[src/rtl/itag_btb.sv]
module itag_btb #(
  parameter int ENTRIES = 16,
  parameter int ADDR_W  = 32,
  parameter int THREADS = 2
) (
  input  logic              clk,
  input  logic              rst_n,
  input  logic [ADDR_W-1:0] look_pc,
  input  logic              look_kernel,
  input  logic              look_tid,
  output logic              look_hit,
  output logic [ADDR_W-1:0] look_target,
  input  logic              upd_en,
  input  logic [ADDR_W-1:0] upd_pc,
  input  logic [ADDR_W-1:0] upd_target,
  input  logic              upd_kernel,
  input  logic              upd_tid,
  input  logic              ctx_change,
  input  logic              flush_barrier,
  input  logic              cfg_we,
  input  logic              cfg_share
);
  localparam int IDX_W = $clog2(ENTRIES);
  localparam int TAG_W = ADDR_W - IDX_W - 2;
  localparam int TID_W = (THREADS > 1) ? $clog2(THREADS) : 1;

  logic [ENTRIES-1:0] valid_q;
  logic [TAG_W-1:0]   tag_q  [ENTRIES];
  logic [ADDR_W-1:0]  tgt_q  [ENTRIES];
  logic [ENTRIES-1:0] kern_q;
  logic [TID_W-1:0]   tid_q  [ENTRIES];
  logic               share_q;

  wire flush = ctx_change | flush_barrier;
  wire [IDX_W-1:0] look_idx = look_pc[IDX_W+1:2];
  wire [IDX_W-1:0] upd_idx  = upd_pc[IDX_W+1:2];
  wire [TID_W-1:0] look_t   = TID_W'(look_tid);

  wire tag_ok  = tag_q[look_idx] == look_pc[ADDR_W-1:IDX_W+2];
  wire mode_ok = kern_q[look_idx] == look_kernel;
  wire tid_ok  = share_q || (tid_q[look_idx] == look_t);

  assign look_hit    = valid_q[look_idx] && tag_ok && mode_ok && tid_ok;
  assign look_target = look_hit ? tgt_q[look_idx] : '0;

  logic unused_ok;
  assign unused_ok = ^{look_pc[1:0], upd_pc[1:0]};

  always_ff @(posedge clk) begin
    if (!rst_n) begin
      valid_q <= '0;
      share_q <= 1'b0;
    end else begin
      if (cfg_we) share_q <= cfg_share;
      if (flush) valid_q <= '0;
      else if (upd_en) valid_q[upd_idx] <= 1'b1;
    end
  end

  always_ff @(posedge clk) begin
    if (upd_en && !flush) begin
      tag_q[upd_idx]  <= upd_pc[ADDR_W-1:IDX_W+2];
      tgt_q[upd_idx]  <= upd_target;
      kern_q[upd_idx] <= upd_kernel;
      tid_q[upd_idx]  <= TID_W'(upd_tid);
    end
  end


  flush_empties_chk: assert property (@(posedge clk) disable iff (!rst_n)
    flush |=> (valid_q == '0) && !look_hit);


  train_valid_chk: assert property (@(posedge clk) disable iff (!rst_n)
    (upd_en && !flush) |=> valid_q[$past(upd_idx)]);


  share_hold_chk: assert property (@(posedge clk) disable iff (!rst_n)
    !cfg_we |=> $stable(share_q));


  miss_no_leak_chk: assert property (@(posedge clk) disable iff (!rst_n)
    !look_hit |-> (look_target == '0));
endmodule

[config.mk]
export PLATFORM = sky130hd
export DESIGN_NAME = itag_btb
export DESIGN_NICKNAME = d
export VERILOG_FILES = /design/src/rtl/itag_btb.sv
export SDC_FILE = /design/constraint.sdc
export NUM_CORES = 1
export LEC_CHECK = 0
export ABC_CLOCK_PERIOD_IN_PS = 4350
export BUFFER_PORTS_ARGS = -buffer_cell sky130_fd_sc_hd__clkbuf_2
export CORE_MARGIN = 4
export CORE_UTILIZATION = 50
export DETAILED_ROUTE_END_ITERATION = 10
export PLACE_DENSITY = 0.67
export SYNTH_ARGS = -nofsm -noshare
export SYNTH_HDL_FRONTEND = slang
export SYNTH_SLANG_ARGS = --single-unit
[constraint.sdc]
create_clock -name clk -period 4.35 [get_ports clk]
set_input_delay 0.435 -clock clk [delete_from_list [all_inputs] [get_ports clk]]
set_output_delay 0.435 -clock clk [all_outputs]
set_load 0.05 [all_outputs]
# Word-level counts from Yosys, hierarchy flattened
# Memory sizes are Yosys's and may differ from the RTL's.
# Index checks and enable logic that the tools add are counted.
[classes]
order_cmp = 3
n_eq_ne = 3
reduce_logical = 8
n_bitwise = 3
n_mux = 10
[op_table]
columns = ["op", "count"]
rows = [
  ["$mux 32", 1],
  ["$eq 26x26->1", 1],
  ["$bwmux 16", 1],
  ["$or 16x16->16", 1],
  ["$lt 4x5->1 const B", 2],
  ["$bmux 1 s4", 2],
  ["$logic_and 1x1->1", 5],
  ["$mux 1", 5],
  ["$demux 1 s4", 1],
  ["$ge 4x1->1 const B", 1],
  ["$eq 1x1->1", 2],
  ["$reduce_or 2->1", 1],
  ["$logic_not 1->1", 1],
  ["$logic_or 1x1->1", 1],
  ["$not 1->1", 1],
  ["$or 1x1->1", 1],
]
[totals]
out_inout_bits = 33
input_bits = 107
wordCells = 33
mem_count = 3
register_bits = 33
ramBits = 944
[memory_table]
columns = ["memory", "depth", "width", "read_ports", "rd_clocked_by_memory_dff", "write_ports", "line", "text"]
rows = [
  ["tgt_q", 16, 32, 1, 0, 1, "29", "logic [ADDR_W-1:0] tgt_q [ENTRIES];"],
  ["tag_q", 16, 26, 1, 0, 1, "28", "logic [TAG_W-1:0] tag_q [ENTRIES];"],
  ["tid_q", 16, 1, 1, 0, 1, "31", "logic [TID_W-1:0] tid_q [ENTRIES];"],
]

# Logic depth before layout (Yosys ltp)
[depth]
depth_word = 6
depth_mapped = 13
mapped_depth_nobuf = 7

# Least setup slack after synthesis
# No wires, ideal clock.
[synth_timing]
path_type = "input port to output port"
start = "input port look_pc[2]"
end = "output port look_target[0]"
required_ps = 3915
cell_stages = 10
t_arrival_ps = 3673
path_buffers = 4
setup_slack_ps = 242
path_cell_list = "buf_4 buf_4 buf_6 buf_2 mux2_2 a21oi_1 o32ai_1 nor4_1 o2111ai_1 nor4_1"
[synth_between]
elab_chain_cells = 6
[synth_lines]
columns = ["item", "line", "text"]
rows = [
  ["start, declared", "8", "input logic [ADDR_W-1:0] look_pc,"],
  ["$mem_v2 16x26, or another cell as far along", "n/a", ""],
  ["$eq 26x26->1, or another cell as far along", "39", "wire tag_ok = tag_q[look_idx] == look_pc[ADDR_W-1:IDX_W+2];"],
  ["$logic_and 1x1->1 or $eq 1x1->1 (tied branches)", "43, 40", ""],
  ["$logic_and 1x1->1 (2 in a row)", "43", "assign look_hit = valid_q[look_idx] && tag_ok && mode_ok && tid_ok;"],
  ["$mux 32 *", "44", "assign look_target = look_hit ? tgt_q[look_idx] : '0;"],
  ["end, declared", "12", "output logic [ADDR_W-1:0] look_target,"],
]
# Mark *: on every way between the ends. The rest lies on a longest branch, timed or not. The select of a mux whose other input is x is not followed.

# Worst setup path in the final report
[layout_timing]
start = "memory tag_q[11][24] (netlist bit)"
end = "output port look_target[27]"
[layout_between]
elab_chain_cells = 6
[layout_lines]
columns = ["item", "line"]
rows = [
  ["start, declared", "28"],
  ["$mem_v2 16x26", "n/a"],
  ["$eq 26x26->1", "39"],
  ["$logic_and 1x1->1 (3 in a row)", "43"],
  ["$mux 32", "44"],
]
# Every way passes these cells.

==> impl_metrics.tcl <==
set metrics [dict create \
    first_iter_violations 1955 \
    hold_viol 0 \
    yosysTopAreaCell "edfxtp_1" \
    gp_congestion 0.861 \
    path_class "flop to output port" \
    cts.reportedPaths.clkPinSlew_ns 0.06 \
    yosys-top-cells-area "edfxtp_1 75%, mux4_2 14%, mux2i_1 3.0%, nor4_2 1.0%, dfxtp_1 0.88%" \
    ir_drop_mv 0.316 \
    drtAntennaViolNets 0 \
    max_freq_mhz 240 \
    yosysTopAreaCellShare 0.746 \
    min_from "cfg_share" \
    synth.distinct_cells 64 \
    drt_pass1_iterations 6 \
    slew_violations 0 \
    crit_slowest_cell "a2111o_1" \
    via_count 18795 \
    synthFlopType "edfxtp_1" \
    grt_max_degree 103 \
    dpl.hpwl_mm 49.0 \
    crit_fanout 16 \
    die_y_um 286 \
    maxCapViolCount 0 \
    final-setup-viol-count 0 \
    end_kind "output port" \
    finalNetCount 2095 \
    path_depth 10 \
    cts-root-buf "clkbuf_16" \
    cts_tree "built" \
    netlist_instances 1769 \
    setup.worst_path.start "tag_q[11][24]" \
    outcome "finished, final reports clean" \
    drt-total-wl_mm 89.4 \
    grtUsageTotal 0.219 \
    p_leak_nw 14.3 \
    wire_per_inst_um 28.8 \
    port_buffers 135 \
    grt_pass1_vias 19591 \
    synth_edf_count 960 \
    n_fill_cell 5417 \
    htreeDepth 3 \
    clkSinkCount 977 \
    powerDensity_nw_per_um2 435 \
    grt_setup_unrepaired "false" \
    ys_ff_latch 977 \
    numCtsBuffers 97 \
    rr_worst_depth 2 \
    critPathTopFamily "compound AO/OA/AOI/OAI gates" \
    worstSkewPairLatency_ns 0.64 \
    initial_utilization 0.507 \
    worst_slew_pin_slew_ns 1.00 \
    antenna_found_initial 10 \
    final_common_cell "edfxtp_1" \
    rows 101 \
    r2r_slack_ns 3.60 \
    area_growth_pct 15.6 \
    tns_ns 0 \
    avgSynthCellArea_um2 21.8 \
    whs_endpoint "share_q" \
    hp-class "input pin to flop" \
    synth.cell_area_um2 38600 \
    drc 0 \
    drive_gt1_frac 0.314 \
    fin_ws_ns 0.190 \
    max_stage_delay_ns 0.55 \
    grt-ovfl-total 0 \
    synth.net_count 1876 \
    core-area_um2 76200 \
    crit_chain "mux4_2, xnor2_1, o21ai_0, a2111o_1, a211oi_4, buf_4, clkbuf_16, nand3_1, nor4_2, buf_12" \
    dpl_worst_slack_ns 0.122 \
    yosys_warnings 0 \
    worst_clock_skew_ns 0 \
    cp-start-kind "flop" \
    layout_common_cells "960 x edfxtp_1, 234 x mux4_2, 116 x mux2i_1" \
    dieArea_um2 81800 \
    period_needed_ns 4.16 \
    io_pins 140 \
    cp_num_buf_inv 3 \
    required_ns 3.91 \
    viasPerCell 6.05 \
    die_x_um 286 \
    slew_headroom 0.333 \
    synth-seq-area-share 0.755 \
    crit_arrival_ns 3.72 \
    grt_pass1_wl_mm 131 \
    worstReg2RegStart "share_q" \
    async_flop_share 0 \
    clk_path_buf_depth 3 \
    whs_path_depth 3 \
    period_share 0.956 \
    r2r_end "share_q" \
]
worst max path at each step:
stage                     slack, ns              end
final                          0.19  look_target[27]
after detailed placement       0.12  look_target[31]
after CTS                      0.03  look_target[31]
after floorplan                0.24   look_target[0]
after global placement         0.22   look_target[1]
after global routing           0.03   look_target[1]
area by class of cell:
cell class,instances,area [um^2],share of cell area
Tap cell,1030,1290,0.0288
Inverter,6,25.0,0.000560
Clock buffer,121,2580,0.0577
Timing Repair Buffer,216,2130,0.0476
Clock inverter,59,469,0.0105
Antenna cell,8,20.0,0.000448
Sequential cell,977,29200,0.653
Multi-Input combinational cell,690,8990,0.201
registers in the layout (all words and copies together) (netlist names):
signal   cells
tgt_q      512
tag_q      416
kern_q      16
tid_q       16
valid_q     16
share_q      1
what timing repair did:
action	CTS	global route
hold buffers	1	0
gates resized for setup	0	4
buffers inserted	0	1
hold endpoints to repair	1	0
endpoints found under the setup margin	0	3
metrics by stage:
step	hold slack, ns	total power [mW]	instances	instance area [um^2]	util
2_1_floorplan	0.431	11.2	1769	38600	-
3_3_place_gp	0.446	11.6	2916	41500	0.545
3_5_place_dp	0.457	11.6	2916	41500	0.545
4_1_cts	0.0164	19.6	3097	44600	0.585
5_1_grt	0.0460	20.0	3100	44700	0.586
6_report	0.0465	19.4	3107	44700	0.586
cells in the mapped netlist, types with 8 or more instances:
master and number:
a21oi_1 25, a221oi_1 8, a22o_1 13, a22oi_1 19, buf_1 9, buf_2 36
buf_4 18, buf_6 10, clkbuf_1 18, dfxtp_1 17, edfxtp_1 960, mux2i_1 116
mux4_2 234, nand2_1 25, nand3_1 40, nor2_1 49, nor2b_1 13, nor4_2 31
xnor2_1 19, xor2_1 13
power by group:
part,internal [mW],switching (mW),leakage [nW]
Sequential,10.4,0.0157,8.77
Combinational,0.427,0.605,4.00
Clock,4.56,3.42,1.50
worst reg2reg max path: cells and delay by family, from the launching register on:
kind             cells  cell delay [ns]
flip-flops           1             0.48
multiplexers         1             0.12
AND/OR/NAND/NOR      1             0.10
logic make-up after synthesis:
group | Yosys count | share of synthesized area
xor+xnor | 32 | 0.00726
compound gates | 105 | 0.0200
mux | 357 | 0.170
buf+inv | 102 | 0.0165
flops | 977 | 0.755
simple gates | 196 | 0.0311
layer usage:
| metal | global-route usage | part of all wire | vias to the layer above |
|---|---|---|---|
| met5 | 0 | 0.00060 | - |
| met4 | 0.0510 | 0.022 | 8 |
| met3 | 0.0420 | 0.065 | 139 |
| met2 | 0.364 | 0.50 | 677 |
| met1 | 0.307 | 0.41 | 10028 |
| li1 | - | - | 7943 |
Power figures use the tool's default switching activity.
